File: config.mk
export PLATFORM = sky130hd
export DESIGN_NAME = wdog_window_top
export DESIGN_NICKNAME = d
export VERILOG_FILES = /design/src/rtl/wdog_pkg.sv /design/src/rtl/wdog_regs.sv /design/src/rtl/wdog_counter.sv /design/src/rtl/wdog_fault.sv /design/src/rtl/wdog_window_top.sv
export SDC_FILE = /design/constraint.sdc
export NUM_CORES = 1
export LEC_CHECK = 0
export CAP_MARGIN = 25
export CORE_MARGIN = 2
export CORE_UTILIZATION = 44
export DETAILED_ROUTE_END_ITERATION = 10
export PLACE_DENSITY = 0.73
export SYNTH_ARGS = -nofsm -noshare
export SYNTH_HDL_FRONTEND = slang
export SYNTH_SLANG_ARGS = --single-unit
File: constraint.sdc
create_clock -name clk -period 2.2 [get_ports clk]
set_clock_uncertainty 0.05 [all_clocks]
set_input_delay 0.22 -clock clk [delete_from_list [all_inputs] [get_ports clk]]
set_output_delay 0.22 -clock clk [all_outputs]
set_load 0.05 [all_outputs]
File: src/rtl/wdog_pkg.sv
package wdog_pkg;
  // word addresses of the register port
  localparam int REG_CTRL = 0;
  localparam int REG_MODE = 1;
  localparam int REG_STAT = 2;
  localparam int REG_CNT  = 3;

  // configuration bit positions
  localparam int DELTA_LSB = 16;
  localparam int B_IRQ_EN  = 12;
  localparam int B_RST_EN  = 13;
  localparam int B_CPU     = 14;
  localparam int B_OFF     = 15;
  localparam int B_IDLE    = 28;
  localparam int B_DBG     = 29;
  localparam logic [31:0] FLAG_MASK = 32'h3000_F000;

  typedef struct packed {
    logic halt_dbg;
    logic halt_idle;
    logic off;
    logic cpu_only;
    logic rst_en;
    logic irq_en;
  } mode_flags_t;
endpackage

File: src/rtl/wdog_regs.sv
module wdog_regs
  import wdog_pkg::*;
#(
  parameter int          CNT_W    = 12,
  parameter int          ADDR_W   = 2,
  parameter logic [7:0]  KEY      = 8'hA5,
  parameter logic [31:0] MODE_RST = 32'h3FFF_2FFF
) (
  input  logic              clk,
  input  logic              rst,
  input  logic              wr_en,
  input  logic              rd_en,
  input  logic [ADDR_W-1:0] addr,
  input  logic [31:0]       wdata,
  input  logic [CNT_W-1:0]  count,
  input  logic [1:0]        status,
  output logic [31:0]       rdata,
  output logic [CNT_W-1:0]  reload,
  output logic [CNT_W-1:0]  delta,
  output logic [CNT_W-1:0]  load_val,
  output mode_flags_t       flags,
  output logic              mode_ld,
  output logic              restart_req,
  output logic              status_rd
);
  localparam logic [31:0] FIELD     = (32'd1 << CNT_W) - 32'd1;
  localparam logic [31:0] MODE_MASK = FIELD | (FIELD << DELTA_LSB) | FLAG_MASK;

  logic [31:0] mode_q;
  logic        locked_q;
  logic        sel_ctrl, sel_mode, sel_stat, sel_cnt;

  assign sel_ctrl = (addr == ADDR_W'(REG_CTRL));
  assign sel_mode = (addr == ADDR_W'(REG_MODE));
  assign sel_stat = (addr == ADDR_W'(REG_STAT));
  assign sel_cnt  = (addr == ADDR_W'(REG_CNT));

  // one-shot configuration write
  assign mode_ld     = wr_en && sel_mode && !locked_q;
  assign load_val    = wdata[CNT_W-1:0];
  assign restart_req = wr_en && sel_ctrl && (wdata[31:24] == KEY) && wdata[0];
  assign status_rd   = rd_en && sel_stat;

  always_ff @(posedge clk) begin
    if (rst) begin
      mode_q   <= MODE_RST & MODE_MASK;
      locked_q <= 1'b0;
    end else if (mode_ld) begin
      mode_q   <= wdata & MODE_MASK;
      locked_q <= 1'b1;
    end
  end

  assign reload          = mode_q[CNT_W-1:0];
  assign delta           = mode_q[DELTA_LSB +: CNT_W];
  assign flags.irq_en    = mode_q[B_IRQ_EN];
  assign flags.rst_en    = mode_q[B_RST_EN];
  assign flags.cpu_only  = mode_q[B_CPU];
  assign flags.off       = mode_q[B_OFF];
  assign flags.halt_idle = mode_q[B_IDLE];
  assign flags.halt_dbg  = mode_q[B_DBG];

  // registered read path
  always_ff @(posedge clk) begin
    if (rst) begin
      rdata <= '0;
    end else if (rd_en) begin
      if (sel_mode)      rdata <= mode_q;
      else if (sel_stat) rdata <= {30'd0, status};
      else if (sel_cnt)  rdata <= 32'(count);
      else               rdata <= '0;
    end
  end
endmodule

File: src/rtl/wdog_counter.sv
module wdog_counter #(
  parameter int          CNT_W   = 12,
  parameter logic [CNT_W-1:0] CNT_RST = '1
) (
  input  logic             clk,
  input  logic             rst,
  input  logic             tick,
  input  logic             run,
  input  logic             restart,
  input  logic             mode_ld,
  input  logic [CNT_W-1:0] load_val,
  input  logic [CNT_W-1:0] reload,
  input  logic [CNT_W-1:0] delta,
  output logic [CNT_W-1:0] count,
  output logic             uf_p,
  output logic             early_p
);
  // priority: configuration load, then restart, then tick
  always_ff @(posedge clk) begin
    if (rst) begin
      count   <= CNT_RST;
      uf_p    <= 1'b0;
      early_p <= 1'b0;
    end else begin
      uf_p    <= 1'b0;
      early_p <= 1'b0;
      if (mode_ld) begin
        count <= load_val;
      end else if (restart) begin
        count   <= reload;
        early_p <= (count > delta);
      end else if (tick && run) begin
        if (count == '0) begin
          count <= reload;
          uf_p  <= 1'b1;
        end else begin
          count <= count - 1'b1;
        end
      end
    end
  end
endmodule

File: src/rtl/wdog_fault.sv
module wdog_fault
  import wdog_pkg::*;
(
  input  logic        clk,
  input  logic        rst,
  input  logic        uf_p,
  input  logic        early_p,
  input  mode_flags_t flags,
  input  logic        status_rd,
  output logic [1:0]  status,
  output logic        rst_req,
  output logic        rst_proc,
  output logic        irq
);
  logic fault;
  assign fault = uf_p || early_p;

  always_ff @(posedge clk) begin
    if (rst) begin
      status   <= '0;
      rst_req  <= 1'b0;
      rst_proc <= 1'b0;
      irq      <= 1'b0;
    end else begin
      // a new fault wins over a clearing read in the same cycle
      status   <= (status & ~{2{status_rd}}) | {early_p, uf_p};
      rst_req  <= fault && flags.rst_en;
      rst_proc <= fault && flags.rst_en && flags.cpu_only;
      irq      <= flags.irq_en && (status != 2'b00);
    end
  end
endmodule

File: src/rtl/wdog_window_top.sv
module wdog_window_top
  import wdog_pkg::*;
#(
  parameter int          CNT_W    = 12,
  parameter int          ADDR_W   = 2,
  parameter logic [7:0]  KEY      = 8'hA5,
  parameter logic [31:0] MODE_RST = 32'h3FFF_2FFF
) (
  input  logic              clk,
  input  logic              rst,
  input  logic              tick,
  input  logic              idle_in,
  input  logic              dbg_in,
  input  logic              wr_en,
  input  logic              rd_en,
  input  logic [ADDR_W-1:0] addr,
  input  logic [31:0]       wdata,
  output logic [31:0]       rdata,
  output logic              rst_req,
  output logic              rst_proc,
  output logic              irq
);
  localparam logic [CNT_W-1:0] CNT_RST = MODE_RST[CNT_W-1:0];

  logic [CNT_W-1:0] cnt, reload, delta, load_val;
  mode_flags_t      flags;
  logic             mode_ld, restart_req, status_rd;
  logic             uf_p, early_p, halt, run, restart;
  logic [1:0]       status;

  assign halt    = (flags.halt_idle && idle_in) || (flags.halt_dbg && dbg_in);
  assign run     = !flags.off && !halt;
  assign restart = restart_req && !flags.off;

  wdog_regs #(
    .CNT_W(CNT_W), .ADDR_W(ADDR_W), .KEY(KEY), .MODE_RST(MODE_RST)
  ) u_regs (
    .clk(clk), .rst(rst), .wr_en(wr_en), .rd_en(rd_en), .addr(addr),
    .wdata(wdata), .count(cnt), .status(status), .rdata(rdata),
    .reload(reload), .delta(delta), .load_val(load_val), .flags(flags),
    .mode_ld(mode_ld), .restart_req(restart_req), .status_rd(status_rd)
  );

  wdog_counter #(.CNT_W(CNT_W), .CNT_RST(CNT_RST)) u_cnt (
    .clk(clk), .rst(rst), .tick(tick), .run(run), .restart(restart),
    .mode_ld(mode_ld), .load_val(load_val), .reload(reload), .delta(delta),
    .count(cnt), .uf_p(uf_p), .early_p(early_p)
  );

  wdog_fault u_fault (
    .clk(clk), .rst(rst), .uf_p(uf_p), .early_p(early_p), .flags(flags),
    .status_rd(status_rd), .status(status), .rst_req(rst_req),
    .rst_proc(rst_proc), .irq(irq)
  );
endmodule

==> results of run 1 <==
==> power by group through the flow <==
stage | logic, uW | registers [uW] | clock network (uW)
2_1_floorplan | 245 | 1660 | 0
3_3_place_gp | 540 | 1580 | 0
3_5_place_dp | 550 | 1580 | 0
4_1_cts | 556 | 1550 | 1220
5_1_grt | 610 | 1560 | 1270
6_report | 560 | 1550 | 1190
==> how the worst max path moves through the flow <==
stage | cells past startpoint | to | from | slack [ns]
floorplan | 7 | u_cnt.count[6] | u_cnt.count[4] | 0.02
global placement | 7 | u_cnt.count[11] | u_cnt.count[0] | 0.08
detailed placement | 7 | u_cnt.count[11] | u_cnt.count[0] | -0.01
CTS | 7 | u_cnt.count[11] | u_cnt.count[0] | 0.02
global route | 7 | u_cnt.count[11] | u_cnt.count[0] | -0.03
finish | 7 | u_cnt.count[9] | u_cnt.count[0] | 0.04
==> critical path: cells and delay by family, from the launching register on <==
kind	cells	cell delay, ns
AO/OA/AOI/OAI	2	0.39
buffers and inverters	1	0.09
adder cells (fa/ha/maj)	1	0.12
flip-flops	1	0.34
AND/OR/NAND/NOR	3	1.11
==> stage by stage <==
stage / hold slack (ns) / power, uW
2_1_floorplan: 0.2942 / 1906
3_3_place_gp: 0.3940 / 2120
3_5_place_dp: 0.3976 / 2132
4_1_cts: 0.3548 / 3323
5_1_grt: 0.3598 / 3436
6_report: 0.3649 / 3301
==> layer usage <==
metal | track usage [%] | wire, um | vias up
met4 | 5.833 | 114 | 0
met5 | 0 | 0 | -
met1 | 31.82 | 4577 | 1626
li1 | - | - | 1677
met2 | 36.68 | 4669 | 146
met3 | 5.217 | 640 | 18
==> timing repair <==
| item | CTS | global route |
|---|---|---|
| pin swaps | 0 | 7 |
| setup buffers | 1 | 0 |
| endpoints found under the setup margin | 1 | 7 |
| hold buffers | 0 | 0 |
| gates cloned | 1 | 0 |
| gates resized for setup | 0 | 6 |
==> logic make-up (layout without fill, tap and decap cells) <==
family,after synthesis,in the layout
multiplexers,12,12
buffers and inverters,46,131
adder cells (fa/ha/maj),14,14
AND/OR/NAND/NOR,167,168
flip-flops,80,80
other,1,2
XOR/XNOR,8,8
AO/OA/AOI/OAI,108,108
==> final cells by class <==
class | count | area share (%)
multi-input cells | 312 | 39.59
flip-flops and latches | 80 | 32.68
repair buffers | 100 | 19.42
well taps | 105 | 2.677
clock buffers | 9 | 2.524
clock inverters | 7 | 1.963
inverters | 15 | 1.147
==> layout by cell type (no fill, tap or decap), types with 5 or more instances in the layout <==
master,instances
dfxtp_1,78
clkdlybuf4s50_1,72
a21oi_1,52
nand2_1,48
nor2_1,38
nor2b_1,32
buf_4,25
o211ai_1,16
nor3_1,14
ha_1,13
inv_1,12
mux2_2,12
a31oi_1,11
clkbuf_8,9
nand3_1,8
xnor2_1,7
a211o_1,6
nand4_1,5
==> flip-flops by register name, indices dropped and copies added (netlist names) <==
name              cells
u_cnt.count          12
u_fault.status        2
u_cnt.uf_p            1
u_cnt.early_p         1
u_regs.rdata         30
u_fault.rst_req       1
u_fault.irq           1
u_regs.locked_q       1
u_regs.mode_q        30
u_fault.rst_proc      1
==> flow_metrics.py, run 1 <==
metrics = {
    "outcome": {
        "outcome": "finished clean",
    },
    "synthesis": {
        "synth_area_leaders": "dfxtp_1, a21oi_1, nor2b_1",
        "yosysMostFrequentCell": "dfxtp_1",
        "yosys.area.top_type": "dfxtp_1",
        "synth-simple-area-share_pct": 22.48,
        "async_flop_share_pct": 0,
        "syn_avg_cell_area_sq_um": 8.437,
        "yosys_warnings": 0,
        "syn-instance-count": 436,
        "synth_seq_area_share_pct": 43.54,
        "synth_top_area_share_pct": 43.54,
        "ys_types": 47,
        "ys_ff_latch": 80,
        "synth_top_family_by_area": "simple AND/OR/NAND/NOR gates",
        "synthMuxAreaShare_pct": 3.673,
        "synth_common_cells": "dfxtp_1, a21oi_1, nand2_1",
        "synthXorXnorAreaFrac_pct": 1.905,
        "yosys.area_share.adder_pct": 4.762,
        "synthFlopType": "dfxtp_1",
        "synth-compound-area-share_pct": 18.40,
        "netlist_area_sq_um": 3679,
        "synth_edf_count": 0,
    },
    "hold_path": {
        "hold_end": "u_regs.mode_q[14]",
        "min-delay-start": "wdata[14]",
        "whs_path_depth": 3,
        "min_path_type": "in2reg",
    },
    "worst_setup_path": {
        "cp.required_ns": 2.43,
        "path_cells": "inv_2 > ha_4 > or4b_4 > or3_4 > and2_2 > a211o_1 > a31oi_1",
        "reg2reg_to": "u_cnt.count[9]",
        "end_kind": "flip-flop",
        "r2r_slack_ns": 0.04,
        "worstPathMaxFanout": 6,
        "worstSetupStartpointType": "flip-flop",
        "cpPeakStageDelay_ns": 0.44,
        "r2r-start": "u_cnt.count[0]",
        "worstPathArrival_ns": 2.39,
        "worstSetupPathType": "reg2reg",
        "crit_path_top_delay_cell": "or4b_4",
        "reg2regPathDepth": 7,
    },
    "detailed_routing": {
        "viasPerCell": 5.521,
        "drc": 0,
        "dr.first_iter.drc_count": 331,
        "antenna_left": 0,
        "detail_route.first_pass.iterations": 5,
        "wl_per_cell_um": 15.93,
        "via_count": 3467,
        "wirelength_um": 10000,
    },
    "place": {
        "placed_cells": 610,
        "portBuffers": 73,
        "dpl_worst_slack_ns": -0.009594,
        "gp_congestion": 0.8438,
        "dp_hpwl_um": 6948,
        "placed_area_sq_um": 4648,
    },
    "power_and_ir_drop": {
        "power.switching_uw": 907.6,
        "combPwrFrac_pct": 17.0,
        "p_int_uw": 2394,
        "powerDensity_nw_per_um2": 672.6,
        "p_leak_uw": 0.002009,
        "p_clk_share_pct": 36.1,
        "peakVddDrop_v": 0.0005109,
        "p_sw_share_pct": 27.49,
        "pwr-share-seq_pct": 46.9,
    },
    "grt": {
        "grt_pass1_wl_um": 16380,
        "antenna_found_initial": 0,
        "grt_use_total_pct": 23.07,
        "grt_max_degree": 61,
        "grt-ovfl-total": 0,
        "grt_pass1_vias": 3365,
    },
    "layout": {
        "drive_above_1_share_pct": 13.58,
        "final_cell_area_sq_um": 4908,
        "fin_util_pct": 60.04,
        "syn2layout_area_growth_pct": 33.44,
        "ff_latch_area_sq_um": 1604,
        "fillers": 728,
        "final_nets": 573,
        "instances_no_fill": 628,
        "antenna_cells": 0,
        "multi_input_area_sq_um": 1943,
    },
    "timing": {
        "drv_slew": 0,
        "rsz0062_at_grt": "true",
        "period_share_pct": 98.30,
        "hold_viol_final": 0,
        "worst_slack_ns": 0.03741,
        "fmax_ghz": 0.4624,
        "setup_viol": 0,
        "relSlewSlack_pct": 57.49,
        "tightest_slew_ns": 0.6377,
        "min_period_ns": 2.163,
        "setup_tns_ns": 0,
    },
    "clock_tree": {
        "clockBufferDepth": 2,
        "cts_tree": "built",
        "cts-root-buf": "clkbuf_8",
        "cts_max_level": 3,
        "clkSlewWorstSetupHoldPaths_ns": 0.09,
        "clk_latency_ns": 0.35,
        "clock_sinks": 80,
        "numCtsBuffers": 9,
    },
    "run": {
        "drv_cap": 0,
    },
    "die": {
        "core_sq_um": 8175,
        "die_x_um": 95.44,
        "ios": 76,
        "start_util_pct": 45.00,
        "rows": 33,
        "die_h_um": 95.44,
        "dieArea_sq_um": 9108,
    },
}
(Power assumes the default switching activity.)
==> run 2, diff against run 1 <==
--- a/config.mk
+++ b/config.mk
@@ -8,6 +8,7 @@
 export CAP_MARGIN = 25
 export CORE_MARGIN = 2
 export CORE_UTILIZATION = 44
+export CTS_CLUSTER_DIAMETER = 150
 export DETAILED_ROUTE_END_ITERATION = 10
 export PLACE_DENSITY = 0.73
 export SYNTH_ARGS = -nofsm -noshare
==> results of run 2 <==
No change in the layout: final DEF, timing and power equal those of run 1.
==> run 3, diff against run 2 <==
--- a/config.mk
+++ b/config.mk
@@ -6,7 +6,7 @@
 export NUM_CORES = 1
 export LEC_CHECK = 0
 export CAP_MARGIN = 25
-export CORE_MARGIN = 2
+export CORE_MARGIN = 5
 export CORE_UTILIZATION = 44
 export CTS_CLUSTER_DIAMETER = 150
 export DETAILED_ROUTE_END_ITERATION = 10
==> run 3 against run 2 <==
Compared with the run above:
- fmax rose by 0.79%
- cell count up 0.16%
- global-route usage down 3.1 points
- sequential share of layout area hardly changed
- largest power group unchanged
==> flow_metrics.py, run 3 (same netlist as run 1, synthesis figures left out) <==
metrics = {
    "outcome": {
        "outcome": "finished clean",
    },
    "place": {
        "gp_congestion": 0.8368,
        "placed_area_sq_um": 4663,
        "portBuffers": 73,
        "dp_hpwl_um": 7135,
    },
    "grt": {
        "use_met1_pct": 28.29,
        "grtUsageMet2_pct": 31.09,
        "met3_usage_pct": 3.444,
        "grt_pass1_wl_um": 16260,
        "grt_use_total_pct": 19.97,
        "grt_pass1_vias": 3246,
        "antenna_found_initial": 0,
        "grt_busiest_layer": "met2",
        "grt_max_degree": 43,
        "grt-ovfl-total": 0,
    },
    "worst_setup_path": {
        "reg2reg_to": "u_cnt.count[5]",
        "worstSetupStartpointType": "flip-flop",
        "end_kind": "flip-flop",
        "critPathLaunch": "u_cnt.count[0]",
        "worstPathArrival_ns": 2.39,
        "r2r-start": "u_cnt.count[0]",
        "cp.required_ns": 2.44,
        "worstPathMaxFanout": 6,
        "worstSetupPathType": "reg2reg",
        "reg2regPathDepth": 7,
        "r2r_slack_ns": 0.05,
    },
    "clock_tree": {
        "clock_sinks": 80,
        "cts_tree": "built",
        "cts-root-buf": "clkbuf_8",
        "numCtsBuffers": 9,
        "clkSlewWorstSetupHoldPaths_ns": 0.08,
        "clockBufferDepth": 2,
        "cts_hold_buffers": 0,
        "clk_latency_ns": 0.36,
        "cts_max_level": 3,
    },
    "timing": {
        "rsz0062_at_grt": "false",
        "setup_viol": 0,
        "relSlewSlack_pct": 62.96,
        "hold_viol_final": 0,
        "whs_ns": 0.2547,
        "setup_tns_ns": 0,
        "drv_slew": 0,
        "fmax_ghz": 0.4661,
        "period_share_pct": 97.53,
        "min_period_ns": 2.146,
        "tightest_slew_ns": 0.5522,
    },
    "detailed_routing": {
        "drc": 0,
        "wl_per_cell_um": 15.91,
        "antenna_left": 0,
        "wirelength_um": 10010,
        "dr.first_iter.drc_count": 255,
        "detail_route.first_pass.iterations": 4,
        "via_count": 3378,
        "viasPerCell": 5.370,
    },
    "hold_path": {
        "min_path_type": "in2reg",
        "whs_path_depth": 3,
        "min-delay-start": "rst",
        "hold_end": "u_regs.mode_q[14]",
    },
    "die": {
        "die_h_um": 101.4,
        "ios": 76,
        "rows": 33,
        "die_x_um": 101.4,
        "start_util_pct": 45.00,
        "core_sq_um": 8175,
        "dieArea_sq_um": 10290,
    },
    "layout": {
        "final_cell_area_sq_um": 4902,
        "fillers": 755,
        "fin_util_pct": 59.96,
        "final_nets": 575,
        "syn2layout_area_growth_pct": 33.27,
        "reg_top3": "u_regs.mode_q (30), u_regs.rdata (30), u_cnt.count (12)",
        "layout_common_cells": "dfxtp_1, clkdlybuf4s50_1, a21oi_1, nand2_1, nor2_1",
        "final_common_cell": "dfxtp_1",
        "antenna_cells": 0,
        "drive_above_1_share_pct": 13.17,
    },
    "power_and_ir_drop": {
        "peakVddDrop_v": 0.0003084,
        "finalPower_uw": 3323,
        "powerDensity_nw_per_um2": 677.8,
        "p_leak_uw": 0.002031,
    },
    "run": {
        "drv_cap": 0,
    },
}
[run 3: changes by cell type in the layout (fill, tap and decap cells not counted)]
| cell | change |
|---|---|
| nor3_1 | +1 |
| clkinv_4 | -1 |
| clkinvlp_4 | -3 |
| nor4_1 | +1 |
| buf_4 | +2 |
| ha_4 | -1 |
| ha_2 | +1 |
| clkbuf_1 | +1 |
| nor3_2 | -1 |
| clkbuf_8 | +2 |
| nor4_2 | -1 |
[run 3: area by class of cell]
type | count | area (sq um) | share of cell area [%]
Sequential cell | 80 | 1604 | 32.72
Clock buffer | 12 | 155.1 | 3.165
Inverter | 15 | 56.30 | 1.149
Multi-Input combinational cell | 312 | 1922 | 39.20
Clock inverter | 3 | 65.06 | 1.327
Tap cell | 105 | 131.4 | 2.680
Timing Repair Buffer | 102 | 968.4 | 19.75
[run 3: what timing repair did]
item	in CTS	in global routing
resized for setup	0	3
setup endpoints to repair	0	8
setup buffers	0	1
[run 3: worst max path at each step]
stage	to	slack, ns	depth (start not counted)
after detailed placement	u_cnt.count[11]	0.04	7
after global routing	u_cnt.count[11]	0.002	7
after floorplan	u_cnt.count[6]	0.02	7
final	u_cnt.count[5]	0.05	7
after global placement	u_cnt.count[11]	0.10	7
after CTS	u_cnt.count[11]	0.02	7
[run 3: layer usage]
layer	vias up	part of all wire, %
met3	9	5.8
li1	1682	-
met4	0	0.93
met1	1585	46
met5	-	0
met2	102	47
[run 3: per-stage QoR]
stage	cells	setup WS, ns
global route	629	0.002355
global placement	612	0.1039
floorplan	437	0.01927
detailed placement	612	0.04437
finish	629	0.05437
CTS	627	0.02371
[run 3: worst max-delay path, cell delays in order, from the launching register on]
cell and delay [ns]:
dfxtp_2 0.34, inv_2 0.08, ha_2 0.16, or4b_4 0.44, or3_4 0.35, and2_2 0.25
a211o_1 0.26, a31oi_1 0.14
[run 3: report_power, final]
group          total, uW  switching [uW]  internal (uW)
logic                558             311            247
registers           1550            41.1           1510
clock network       1220             522            694
total               3320             873           2450
